<file path="src/rtl/dadj_pkg.sv">
package dadj_pkg;

   localparam int unsigned BYTE_W = 8;
   localparam int unsigned NIB_W  = 4;

   typedef enum logic [1:0] {
      DADJ_ADD_UNP = 2'b00,
      DADJ_SUB_PKD = 2'b01,
      DADJ_DIV_TEN = 2'b10,
      DADJ_NOP     = 2'b11
   } dadj_op_e;

   typedef struct packed {
      logic [BYTE_W-1:0] lo;
      logic [BYTE_W-1:0] hi;
      logic              cf;
      logic              af;
   } dadj_res_t;

   // {parity(even), zero, sign} of a byte
   function automatic logic [2:0] byte_pzs(input logic [BYTE_W-1:0] v);
      return {~^v, (v == '0), v[BYTE_W-1]};
   endfunction

endpackage

</file>
<file path="src/rtl/dadj_add_unp.sv">
module dadj_add_unp
   import dadj_pkg::*;
#(
   parameter int unsigned DIGIT_MAX = 9,
   parameter int unsigned CORR      = 6
) (
   input  logic [BYTE_W-1:0] lo_i,
   input  logic [BYTE_W-1:0] hi_i,
   input  logic              af_i,
   output dadj_res_t         res_o
);
   localparam logic [NIB_W-1:0]  LIMIT = NIB_W'(DIGIT_MAX);
   localparam logic [BYTE_W-1:0] ADDC  = BYTE_W'(CORR);
   localparam logic [BYTE_W-1:0] LOWM  = BYTE_W'((1 << NIB_W) - 1);

   initial begin
      if (CORR >= (1 << NIB_W) || DIGIT_MAX >= (1 << NIB_W))
         $error("dadj_add_unp: correction constants exceed a nibble");
   end

   logic fix;
   logic [BYTE_W-1:0] sum;

   always_comb begin
      fix = (lo_i[NIB_W-1:0] > LIMIT) || af_i;
      sum = lo_i + ADDC;
      if (fix) begin
         res_o.lo = sum & LOWM;
         res_o.hi = hi_i + 1'b1;
         res_o.cf = 1'b1;
         res_o.af = 1'b1;
      end else begin
         res_o.lo = lo_i & LOWM;
         res_o.hi = hi_i;
         res_o.cf = 1'b0;
         res_o.af = 1'b0;
      end
   end
endmodule

</file>
<file path="src/rtl/dadj_sub_pkd.sv">
module dadj_sub_pkd
   import dadj_pkg::*;
#(
   parameter int unsigned DIGIT_MAX = 9,
   parameter int unsigned CORR      = 6
) (
   input  logic [BYTE_W-1:0] lo_i,
   input  logic              cf_i,
   input  logic              af_i,
   output logic [BYTE_W-1:0] lo_o,
   output logic              cf_o,
   output logic              af_o
);
   localparam logic [NIB_W-1:0]  LIMIT    = NIB_W'(DIGIT_MAX);
   localparam logic [BYTE_W-1:0] LO_CORR  = BYTE_W'(CORR);
   localparam logic [BYTE_W-1:0] HI_CORR  = BYTE_W'(CORR << NIB_W);
   localparam logic [BYTE_W-1:0] HI_LIMIT = BYTE_W'((DIGIT_MAX << NIB_W) | DIGIT_MAX);

   logic fix_lo, fix_hi;
   logic [BYTE_W-1:0] step1;

   always_comb begin
      fix_lo = (lo_i[NIB_W-1:0] > LIMIT) || af_i;
      step1  = fix_lo ? (lo_i - LO_CORR) : lo_i;
      // the high step decides the final carry on both of its paths, so a
      // borrow out of the low step never reaches the output
      fix_hi = (lo_i > HI_LIMIT) || cf_i;
      lo_o   = fix_hi ? (step1 - HI_CORR) : step1;
      cf_o   = fix_hi;
      af_o   = fix_lo;
   end
endmodule

</file>
<file path="src/rtl/dadj_div.sv">
module dadj_div #(
   parameter int unsigned W       = 8,
   parameter int unsigned DIVISOR = 10,
   parameter bit          ITER    = 1'b1
) (
   input  logic                         clk,
   input  logic                         rst_n,
   input  logic                         go_i,
   input  logic [W-1:0]                 num_i,
   output logic                         last_o,
   output logic [W-1:0]                 quo_o,
   output logic [$clog2(DIVISOR)-1:0]   rem_o
);
   localparam int unsigned REM_W = $clog2(DIVISOR);
   localparam int unsigned TRY_W = REM_W + 1;
   localparam int unsigned ACC_W = REM_W + W;
   localparam int unsigned CNT_W = $clog2(W);
   localparam logic [TRY_W-1:0] DVS = TRY_W'(DIVISOR);

   initial begin
      if (W < 2) $error("dadj_div: W must be at least 2");
      if (DIVISOR < 2 || DIVISOR >= (1 << W)) $error("dadj_div: DIVISOR out of range");
   end

   // one restoring step: acc = {remainder, remaining dividend / quotient}
   function automatic logic [ACC_W-1:0] div_step(input logic [ACC_W-1:0] acc);
      logic [TRY_W-1:0] trial;
      logic [REM_W-1:0] left;
      trial = {acc[ACC_W-1:W], acc[W-1]};
      if (trial >= DVS) begin
         left = REM_W'(trial - DVS);
         return {left, acc[W-2:0], 1'b1};
      end else begin
         left = trial[REM_W-1:0];
         return {left, acc[W-2:0], 1'b0};
      end
   endfunction

   generate
      if (ITER) begin : g_iter
         logic [ACC_W-1:0] acc_q;
         logic [ACC_W-1:0] acc_nxt;
         logic [CNT_W-1:0] left_q;

         assign acc_nxt = div_step(acc_q);

         always_ff @(posedge clk) begin
            if (!rst_n) begin
               acc_q  <= '0;
               left_q <= '0;
            end else if (go_i) begin
               acc_q  <= div_step({REM_W'(0), num_i});
               left_q <= CNT_W'(W - 1);
            end else if (left_q != '0) begin
               acc_q  <= acc_nxt;
               left_q <= left_q - 1'b1;
            end
         end

         assign last_o = (left_q == CNT_W'(1));
         assign quo_o  = acc_nxt[W-1:0];
         assign rem_o  = acc_nxt[ACC_W-1:W];
      end else begin : g_comb
         logic [ACC_W-1:0] chain [W+1];
         assign chain[0] = {REM_W'(0), num_i};
         for (genvar s = 0; s < W; s++) begin : g_stage
            assign chain[s+1] = div_step(chain[s]);
         end
         assign last_o = go_i;
         assign quo_o  = chain[W][W-1:0];
         assign rem_o  = chain[W][ACC_W-1:W];
      end
   endgenerate
endmodule

</file>
<file path="src/rtl/dadj_unit.sv">
module dadj_unit
   import dadj_pkg::*;
#(
   parameter int unsigned DIVISOR  = 10,
   parameter bit          DIV_ITER = 1'b1
) (
   input  logic              clk,
   input  logic              rst_n,
   input  logic              start_i,
   input  logic [1:0]        op_i,
   input  logic [BYTE_W-1:0] lo_i,
   input  logic [BYTE_W-1:0] hi_i,
   input  logic              cf_i,
   input  logic              af_i,
   input  logic              of_i,
   output logic [BYTE_W-1:0] lo_o,
   output logic [BYTE_W-1:0] hi_o,
   output logic              cf_o,
   output logic              af_o,
   output logic              pf_o,
   output logic              zf_o,
   output logic              sf_o,
   output logic              of_o,
   output logic              done_o
);
   localparam int unsigned REM_W = $clog2(DIVISOR);

   initial begin
      if (REM_W > BYTE_W) $error("dadj_unit: remainder wider than a byte");
   end

   dadj_res_t         add_res;
   logic [BYTE_W-1:0] sub_lo;
   logic              sub_cf, sub_af;
   logic              div_last;
   logic [BYTE_W-1:0] div_quo;
   logic [REM_W-1:0]  div_rem;
   logic [BYTE_W-1:0] div_lo;
   logic              busy_q;
   logic              accept;
   logic              div_go;
   dadj_op_e          op;

   assign op     = dadj_op_e'(op_i);
   assign accept = start_i && !busy_q;
   assign div_go = accept && (op == DADJ_DIV_TEN);
   assign div_lo = BYTE_W'(div_rem);

   dadj_add_unp u_add (
      .lo_i (lo_i),
      .hi_i (hi_i),
      .af_i (af_i),
      .res_o(add_res)
   );

   dadj_sub_pkd u_sub (
      .lo_i(lo_i),
      .cf_i(cf_i),
      .af_i(af_i),
      .lo_o(sub_lo),
      .cf_o(sub_cf),
      .af_o(sub_af)
   );

   dadj_div #(
      .W      (BYTE_W),
      .DIVISOR(DIVISOR),
      .ITER   (DIV_ITER)
   ) u_div (
      .clk   (clk),
      .rst_n (rst_n),
      .go_i  (div_go),
      .num_i (lo_i),
      .last_o(div_last),
      .quo_o (div_quo),
      .rem_o (div_rem)
   );

   always_ff @(posedge clk) begin
      if (!rst_n) begin
         lo_o   <= '0;
         hi_o   <= '0;
         cf_o   <= 1'b0;
         af_o   <= 1'b0;
         pf_o   <= 1'b0;
         zf_o   <= 1'b0;
         sf_o   <= 1'b0;
         of_o   <= 1'b0;
         done_o <= 1'b0;
         busy_q <= 1'b0;
      end else begin
         done_o <= 1'b0;
         if (accept) begin
            unique case (op)
               DADJ_ADD_UNP: begin
                  lo_o <= add_res.lo;
                  hi_o <= add_res.hi;
                  cf_o <= add_res.cf;
                  af_o <= add_res.af;
                  {pf_o, zf_o, sf_o} <= byte_pzs(add_res.lo);
                  of_o   <= of_i;
                  done_o <= 1'b1;
               end
               DADJ_SUB_PKD: begin
                  lo_o <= sub_lo;
                  hi_o <= hi_i;
                  cf_o <= sub_cf;
                  af_o <= sub_af;
                  {pf_o, zf_o, sf_o} <= byte_pzs(sub_lo);
                  of_o   <= of_i;
                  done_o <= 1'b1;
               end
               DADJ_DIV_TEN: begin
                  af_o   <= af_i;
                  busy_q <= 1'b1;
               end
               default: begin
                  done_o <= 1'b1;
               end
            endcase
         end
         // in the unrolled variant this fires on the accepting edge itself
         if (div_last) begin
            lo_o   <= div_lo;
            hi_o   <= div_quo;
            cf_o   <= 1'b0;
            of_o   <= 1'b0;
            pf_o   <= ~^div_lo;
            zf_o   <= (div_lo == '0) && (div_quo == '0);
            sf_o   <= div_quo[BYTE_W-1];
            busy_q <= 1'b0;
            done_o <= 1'b1;
         end
      end
   end
endmodule

</file>
<file path="config.mk">
export PLATFORM = sky130hd
export DESIGN_NAME = dadj_unit
export DESIGN_NICKNAME = d
export VERILOG_FILES = /design/src/rtl/dadj_pkg.sv /design/src/rtl/dadj_add_unp.sv /design/src/rtl/dadj_sub_pkd.sv /design/src/rtl/dadj_div.sv /design/src/rtl/dadj_unit.sv
export SDC_FILE = /design/constraint.sdc
export NUM_CORES = 1
export LEC_CHECK = 0
export ABC_AREA = 1
export BUFFER_PORTS_ARGS = -buffer_cell sky130_fd_sc_hd__buf_2
export CORE_UTILIZATION = 30
export CTS_CLUSTER_DIAMETER = 30
export DETAILED_ROUTE_END_ITERATION = 6
export GPL_TIMING_DRIVEN = 0
export PLACE_DENSITY = 0.53
export SLEW_MARGIN = 20
export SYNTH_ARGS = -nofsm -noshare
export SYNTH_HDL_FRONTEND = slang
export SYNTH_HIERARCHICAL = 1
export SYNTH_SLANG_ARGS = --single-unit
</file>
<file path="constraint.sdc">
create_clock -name clk -period 1.9 [get_ports clk]
set_input_delay 0 -clock clk [delete_from_list [all_inputs] [get_ports clk]]
set_output_delay 0 -clock clk [all_outputs]
set_load 0.05 [all_outputs]
</file>
# --- Word level (Yosys, flattened, before mapping) ---
# Cells that the tools add are included.
classes:
  n_mul: 0
  div: 0
  shift: 0
  muxes: 28
  addsub: 6
  bitwise: 1
  eq_ne: 3
  magnitude_cmp: 3
  n_reduce_logical: 28
ops:
  columns: ["op", "count"]
  rows:
  - ["$logic_not 8->1", 4]
  - ["$mux 8", 4]
  - ["$pmux 8 s2", 2]
  - ["$reduce_xnor 8->1", 3]
  - ["$mux 9", 2]
  - ["$mux 14", 1]
  - ["$mux 12", 1]
  - ["$reduce_and 2->1", 5]
  - ["$mux 1", 9]
  - ["$reduce_bool 3->1", 3]
  - ["$add 8x1->8 const B", 1]
  - ["$gt 8x8->1 const B", 1]
  - ["$mux 4", 2]
  - ["$pmux 1 s2", 4]
  - ["$sub 8x3->8 const B", 1]
  - ["$sub 8x7->8 const B", 1]
  - ["$mux 3", 2]
  - ["$reduce_bool 2->1", 3]
  - ["$reduce_or 2->1", 3]
  - ["$ge 5x4->1 const B", 1]
  - ["$add 4x3->4 const B", 1]
  - ["$gt 4x4->1 const B", 1]
  - ["$sub 4x4->4 const B", 1]
  - ["$eq 3x1->1 const B", 1]
  - ["9 further kinds", 12]
word_totals:
  latchBits: 0
  rom_bits: 0
  wordCells: 83
  reg_bits: 39
  ramBits: 0
  n_memories: 0

# --- Depth between registers and ports, before layout ---
# Gate-level depths: netlist (run 1).
logic_depth:
  word_depth: 9
  ltp_mapped: 23
  mapped_depth_nobuf: 23

# --- By module ---
# Netlist (run 1), hierarchy kept.
modules_own_cells:
  columns: ["module", "area_per_inst_um2", "seq_area_each_um2", "cells_each", "instances"]
  rows:
  - ["dadj_unit", 1670.4, 480.5, 277, 1]
  - ["dadj_div", 858.3, 300.3, 119, 1]
  - ["dadj_add_unp", 370.4, 0.0, 72, 1]
  - ["dadj_sub_pkd", 325.3, 0.0, 60, 1]

# --- Least setup slack after synthesis (run 1) ---
# Ideal clock, no wire load.
synth_timing:
  path_type: "reg-to-reg"
  startpoint: "reg u_div.g_iter.acc_q[8]"
  endpoint: "reg pf_o"
  required_ps: 1844
  period_less_slack_ps: 1972
  t_arrival_ps: 1916
  stages_incl_launch_ff: 16
  path_slack_ps: -72
  setup_ps: 56
  n_path_buf: 0
  path_cell_list: "dfxtp_1 inv_1 ha_1 inv_1 a21oi_2 nand2_1 nand2_1 nand2_1 inv_1 ha_1 or2_2 a21oi_1 o21ai_0 inv_1 nand2_1 inv_1"
synth_between:
  elab_chain_len: 4
  elab_cells_between_ends: 5
  cone_classes: "add/sub: 1; order compare: 1; mux: 2; reduce/logical: 1"
synth_rtl:
  columns: ["element", "line_no", "source"]
  rows:
  - ["from (decl)", "dadj_div.sv:41", "logic [ACC_W-1:0] acc_q;"]
  - ["from (signal assigned)", "dadj_div.sv:52", "acc_q <= div_step({REM_W'(0), num_i});"]
  - ["from (signal assigned)", "dadj_div.sv:55", "acc_q <= acc_nxt;"]
  - ["$sub 4x4->4 or $ge 5x4->1 (tied branches)", "dadj_div.sv:31, dadj_div.sv:30", null]
  - ["$mux 12 *", "dadj_div.sv:30", "if (trial >= DVS) begin"]
  - ["via div_rem[2]", "dadj_unit.sv:37", "logic [REM_W-1:0] div_rem;"]
  - ["$reduce_xnor 8->1 *", "dadj_unit.sv:128", "pf_o <= ~^div_lo;"]
  - ["$mux 1 *", "dadj_unit.sv:123", "if (div_last) begin"]
  - ["to (signal assigned)", "dadj_unit.sv:100", "{pf_o, zf_o, sf_o} <= byte_pzs(add_res.lo);"]
  - ["to (signal assigned)", "dadj_unit.sv:109", "{pf_o, zf_o, sf_o} <= byte_pzs(sub_lo);"]
  - ["to (signal assigned)", "dadj_unit.sv:128", null]
  - ["to (decl)", "dadj_unit.sv:20", "output logic pf_o,"]
# Mark *: on every way through the listed nets, which the timed path passes. The rest lies on a longest branch.
# A chain may end at the register's enable or synchronous reset.

# --- Worst setup path in the final report (run 1) ---
# Ends and elaborated chain as after synthesis.

==> results.sh, run 1 <==
export IMPL_status="complete, no violations"
export IMPL_io_pins=47
export IMPL_std_cell_rows=37
export IMPL_cts_tree="done"
export IMPL_peakVddDrop_uv=487.5
export IMPL_drv_cap=0
export IMPL_seq_power_share_pct=26.2
export IMPL_via_per_inst=4.557
export IMPL_layout_drive_gt1_share_pct=23.99
export IMPL_synthCells=528
export IMPL_layout_min_cycle_time_ns=1.884
export IMPL_cts_made_buffers=5
export IMPL_die_height_um=105.7
export IMPL_n_antenna_cell=0
export IMPL_drc=0
export IMPL_holdCritPathClass="in2reg"
export IMPL_drtAntennaViolNets=0
export IMPL_max_freq_mhz=530.9
export IMPL_portBuffers=46
export IMPL_rsz0062_at_grt="true"
export IMPL_critPathCaptureType="flip-flop"
export IMPL_post_route_util_pct=38.34
export IMPL_hold_path_end="hi_o[6]"
export IMPL_firstDrtPassIters=4
export IMPL_slew_headroom_pct=66.00
export IMPL_power_density_nw_per_um2=1143
export IMPL_finalHoldViolations=0
export IMPL_antenna_found_initial=0
export IMPL_synth_area_top_cells="dfxtp_1 (24%), nand2_1 (19%), inv_1 (9.9%)"
export IMPL_start_util_pct=31.09
export IMPL_ys_ff_latch=39
export IMPL_dpl_instance_area_um2=3640
export IMPL_overflow=0
export IMPL_grt_pass1_vias=3239
export IMPL_core_um2=10370
export IMPL_synth_ff_type="dfxtp_1"
export IMPL_netSwitchingFraction_pct=48.15
export IMPL_synth_seq_area_share_pct=24.21
export IMPL_die_area_um2=11170
export IMPL_clock_skew_final_ns=0.02333
export IMPL_synth_edf_count=0
export IMPL_drt_total_wl_um=9246
export IMPL_slew_viol_final=0
export IMPL_yosysMostFrequentCell="nand2_1"
export IMPL_hold_path_depth=3
export IMPL_pre_cts_ws_ns=-0.5183
export IMPL_r2r_start="u_div/g_iter.acc_q[8]"
export IMPL_finalSetupTns_ns=0
export IMPL_min_period_over_period_pct=99.13
export IMPL_p_int_mw=2.357
export IMPL_r2r_slack_ns=0.02
export IMPL_critical_path_arrival_ns=2.14
export IMPL_async_reset_ff_share_pct=0
export IMPL_worstSetupStartpointType="flip-flop"
export IMPL_die_width_um=105.7
export IMPL_hp_start="rst_n"
export IMPL_netlist_cell_type_count=39
export IMPL_synth_top_cell_area_share_pct=24.21
export IMPL_critical_path_class="reg2reg"
export IMPL_clkPwrFrac_pct=14.3
export IMPL_syn_area_um2=3224
export IMPL_post_drt_wl_per_cell_um=12.63
export IMPL_cts_clk_slew_worst_paths_ns=0.10
export IMPL_rr_worst_depth=15
export IMPL_cts_root_buf="clkbuf_8"
export IMPL_power_switching_mw=2.189
export IMPL_p_leak_nw=2.008
export IMPL_grt_usage_pct=17.21
export IMPL_ctsLongestPathBuffers=2
export IMPL_ys_top_cells_by_count="nand2_1 (162), inv_1 (85), dfxtp_1 (39), nor2_1 (39)"
export IMPL_nets=641
export IMPL_stdcell_area_um2=3976
export IMPL_htreeDepth=2
export IMPL_clock_latency_ns=0.30
export IMPL_grt_first_pass_wirelength_um=15320
export IMPL_worst_slack_ns=0.01648
export IMPL_area_delta_synth_final_pct=23.32
export IMPL_crit_fanout=3
export IMPL_required_ns=2.15
export IMPL_via_count=3336
export IMPL_synth_area_per_cell_um2=6.107
export IMPL_dp_hpwl_um=7101
export IMPL_synth_top_area_cell="dfxtp_1"
export IMPL_grt_max_degree=13
export IMPL_place_congestion=0.7725
export IMPL_timing_rr_end="pf_o"
export IMPL_yosysWarnings=6
export IMPL_setup_violations_final=0
export IMPL_combPwrFrac_pct=59.6
export IMPL_cts_sinks=39
export IMPL_drt_iter0_drc=167
export IMPL_tightest_slew_ns=0.5082
placed cells by master (no fill, tap or decap), types with 3 or more instances in the layout:
| master | n |
|---|---|
| ha_1 | 16 |
| buf_6 | 3 |
| o21ai_1 | 18 |
| nand3_1 | 29 |
| a21oi_1 | 30 |
| nand2_4 | 3 |
| dfxtp_1 | 37 |
| o21ai_0 | 17 |
| buf_2 | 51 |
| a31oi_1 | 12 |
| inv_1 | 76 |
| buf_4 | 28 |
| nor2_2 | 4 |
| o21ai_2 | 3 |
| a21oi_2 | 4 |
| nand2_2 | 7 |
| clkbuf_8 | 7 |
| nand2_1 | 156 |
| inv_2 | 12 |
| nor2_1 | 38 |
| ha_4 | 5 |
| xor2_1 | 4 |
| conb_1 | 4 |
layout make-up:
| class | instances | area, µm² |
|---|---|---|
| sequential | 39 | 783.3 |
| buffer | 29 | 206.4 |
| fill | 1167 | 6394 |
| clock inverter | 1 | 7.507 |
| timing repair buffer | 57 | 330.3 |
| multi-input combinational | 372 | 2033 |
| clock buffer | 7 | 96.34 |
| tap | 136 | 170.2 |
| inverter | 91 | 349.1 |
what timing repair did:
action,in CTS,in global routing
buffers inserted,8,2
gates resized for setup,26,16
hold endpoints to repair,1,0
setup endpoints to repair,2,12
gates cloned,0,0
hold buffers,1,0
pin swaps,10,4
worst max path at each step:
stage | endpoint | slack [ns] | cells after the start | start
floorplan | pf_o | 0.009 | 22 | lo_i[1]
global placement | pf_o | -0.49 | 23 | lo_i[1]
global route | pf_o | -0.08 | 15 | u_div/g_iter.acc_q[8]
finish | pf_o | 0.02 | 15 | u_div/g_iter.acc_q[8]
detailed placement | pf_o | -0.52 | 22 | lo_i[1]
CTS | pf_o | 0.003 | 22 | lo_i[2]
flip-flops by register name, summed over array words and instances (netlist names):
name and cells:
of_o 1, zf_o 1, done_o 1, lo_o 8
hi_o 8, busy_q 1, u_div/g_iter.acc_q 12, sf_o 1
u_div/g_iter.left_q 3, cf_o 1, pf_o 1, af_o 1
layer usage:
metal	global-route usage (%)	part of all wire, %	vias to the layer above
met5	0	0	-
met4	3.671	1.1	0
met3	2.845	3.9	6
met2	29.41	47	66
met1	22.61	48	1488
li1	-	-	1776
stage by stage:
step                hold slack (ns)  cells  power, mW
detailed placement           0.2504    713      3.597
CTS                       0.0007530    730      4.514
finish                      0.01048    732      4.546
floorplan                    0.1349    531      3.014
global placement             0.2361    713      3.555
global route               0.008648    732      4.921
power by group through the flow:
| stage | Combinational (mW) | Sequential, mW | Clock, mW |
|---|---|---|---|
| global placement | 2.36 | 1.19 | 0 |
| global route | 3.00 | 1.22 | 0.706 |
| finish | 2.71 | 1.19 | 0.648 |
| detailed placement | 2.40 | 1.20 | 0 |
| CTS | 2.66 | 1.19 | 0.672 |
| floorplan | 1.47 | 1.54 | 0 |
critical path, stage by stage, from the launching register on:
cell	delay, ns
dfxtp_2	0.33
inv_2	0.08
ha_4	0.13
inv_2	0.05
a21oi_4	0.17
nand2_2	0.09
nand2_2	0.07
nand2_2	0.07
inv_2	0.07
ha_4	0.19
or2_4	0.24
a21oi_2	0.14
o21ai_1	0.08
inv_1	0.06
nand2_1	0.04
inv_1	0.04
logic make-up (layout without fill, tap and decap cells):
family	count (synthesis)	in the layout	synth area share [%]
AOI/OAI and AO/OA	94	94	16.92
xor gates and xnor gates	5	5	1.358
adders and majority gates	22	22	8.537
buffers and inverters	120	185	17.00
DFF	39	39	24.21
other	1	4	0.1163
and+or+nand+nor	247	247	31.86
No activity file was read; power rests on OpenSTA's default activity.
==> run 2: changes to the inputs <==
Settings changed: CTS_BUF_LIST set to sky130_fd_sc_hd__clkbuf_4.
==> run 2 against run 1 <==
Effect of this change:
- final cell count rose by 1.5%
- sequential share of layout area decreased by 0.18 points
- the flow now finishes with violations (negative hold slack, negative setup slack)
- clock power fell by 31%
- highest routed layer unchanged
- fmax down 1.2%
- sequential power about the same
- final area rose by 0.91%
- critical endpoint unchanged
==> results.sh, run 2 (synthesis gave the netlist of run 1 again) <==
export IMPL_drt_total_wl_um=9319
export IMPL_fin_hold_ws_ns=-0.004021
export IMPL_rsz0062_at_grt="true"
export IMPL_largest_reg_flops=12
export IMPL_cts_tree="done"
export IMPL_clock_skew_final_ns=0.02702
export IMPL_via_count=3405
export IMPL_peakVddDrop_uv=434.9
export IMPL_die_area_um2=11170
export IMPL_worstSetupStartpointType="flip-flop"
export IMPL_nets=652
export IMPL_layout_cells_non_filler=743
export IMPL_drt_iter0_drc=126
export IMPL_cts_root_buf="clkbuf_4"
export IMPL_antenna_found_initial=0
export IMPL_overflow=0
export IMPL_start_util_pct=31.09
export IMPL_core_um2=10370
export IMPL_die_height_um=105.7
export IMPL_critical_path_class="reg2reg"
export IMPL_grt_pass1_vias=3264
export IMPL_critPathCaptureType="flip-flop"
export IMPL_grt_first_pass_wirelength_um=15480
export IMPL_layout_drive_gt1_share_pct=23.06
export IMPL_critical_path_arrival_ns=2.24
export IMPL_die_width_um=105.7
export IMPL_required_ns=2.23
export IMPL_portBuffers=46
export IMPL_area_delta_synth_final_pct=24.45
export IMPL_placed_cells=713
export IMPL_grt_max_degree=13
export IMPL_htreeDepth=2
export IMPL_slew_headroom_pct=66.69
export IMPL_reg_top3="u_div/g_iter.acc_q x12, hi_o x8, lo_o x8"
export IMPL_firstDrtPassIters=5
export IMPL_grt_usage_pct=17.39
export IMPL_final_cell_mix="nand2_1 (156), inv_1 (78), buf_2 (51), nor2_1 (38), dfxtp_1 (37)"
export IMPL_ctsLongestPathBuffers=2
export IMPL_dp_hpwl_um=7101
export IMPL_cts_made_buffers=5
export IMPL_finalSetupTns_ns=-0.007244
export IMPL_p_leak_nw=2.035
export IMPL_n_antenna_cell=0
export IMPL_worst_slack_ns=-0.007244
export IMPL_place_congestion=0.7725
export IMPL_cts_clk_slew_worst_paths_ns=0.14
export IMPL_status="complete, but fails checks"
export IMPL_setup_violations_final=1
export IMPL_min_period_over_period_pct=100.4
export IMPL_crit_fanout=3
export IMPL_regMostFlops="u_div/g_iter.acc_q"
export IMPL_clock_latency_ns=0.37
export IMPL_drv_cap=0
export IMPL_violations="negative hold slack, negative setup slack"
export IMPL_max_freq_mhz=524.3
export IMPL_final_common_cell="nand2_1"
export IMPL_std_cell_rows=37
export IMPL_tightest_slew_ns=0.4979
export IMPL_drtAntennaViolNets=0
export IMPL_drc=0
export IMPL_finalHoldViolations=1
export IMPL_io_pins=47
export IMPL_via_per_inst=4.583
export IMPL_power_density_nw_per_um2=1086
export IMPL_post_drt_wl_per_cell_um=12.54
export IMPL_holdCritPathClass="in2reg"
export IMPL_cts_sinks=39
export IMPL_slew_viol_final=0
export IMPL_layout_min_cycle_time_ns=1.907
==> run 2: metrics by stage <==
| stage | hold slack [ns] | power [mW] | instance area, µm² | worst slack [ns] | utilization [%] |
|---|---|---|---|---|---|
| after CTS | 0.01308 | 4.312 | 3916 | 0.006317 | 37.77 |
| after detailed placement | 0.2504 | 3.597 | 3640 | -0.5183 | 35.10 |
| after global placement | 0.2361 | 3.555 | 3640 | -0.4920 | 35.10 |
| final | -0.004021 | 4.359 | 4013 | -0.007244 | 38.69 |
| after global routing | 0.02301 | 4.721 | 4013 | -0.09209 | 38.69 |
| after floorplan | 0.1349 | 3.014 | 3239 | 0.009491 | - |
==> run 2: repair_timing <==
| action | 4_1_cts | 5_1_grt |
|---|---|---|
| pin swaps | 10 | 4 |
| buffers inserted | 6 | 6 |
| resized for setup | 23 | 13 |
| setup endpoints to repair | 2 | 12 |
| hold buffers | 10 | 0 |
| hold endpoints to repair | 12 | 0 |
==> run 2: path summary, 6_finish.rpt <==
path / from / endpoint / cells after the start / slack [ns]
worst max-delay path: u_div/g_iter.acc_q[8] / pf_o / 15 / -0.007
worst min-delay path: lo_i[3] / u_div/g_iter.acc_q[4] / 3 / -0.004
worst max register to register: u_div/g_iter.acc_q[8] / pf_o / 15 / -0.007
worst min register to register: lo_o[7] / lo_o[7] / 2 / 0.48
==> run 2: final cells by class <==
type,instances,area [µm²]
Clock inverter,3,15.01
Multi-Input combinational cell,372,2028
Inverter,91,344.1
Tap cell,136,170.2
Fill cell,1177,6357
Buffer,29,206.4
Clock buffer,5,37.54
Sequential cell,39,783.3
Timing Repair Buffer,68,427.9
==> run 2: critical path, cell delays in order (launching register included) <==
cell,delay (ns)
dfxtp_2,0.35
inv_2,0.08
ha_4,0.14
inv_2,0.05
a21oi_4,0.17
nand2_2,0.09
nand2_2,0.07
nand2_2,0.06
inv_2,0.06
ha_4,0.19
or2_4,0.24
a21oi_2,0.14
o21ai_1,0.08
inv_1,0.06
nand2_1,0.05
inv_1,0.04
==> run 2: routing by layer <==
layer,vias to the layer above,share of wire (%),track usage [%],wire (µm)
met1,1532,48,22.46,4441
met4,0,1.1,4.563,105
met2,69,47,29.88,4394
met3,9,4.1,2.783,378
li1,1795,-,-,-
met5,-,0,0,0
==> run 2: power breakdown <==
group	total [mW]	internal [mW]	switching, mW
sequential	1.19	1.03	0.159
clock	0.445	0.136	0.309
combinational	2.73	1.01	1.71
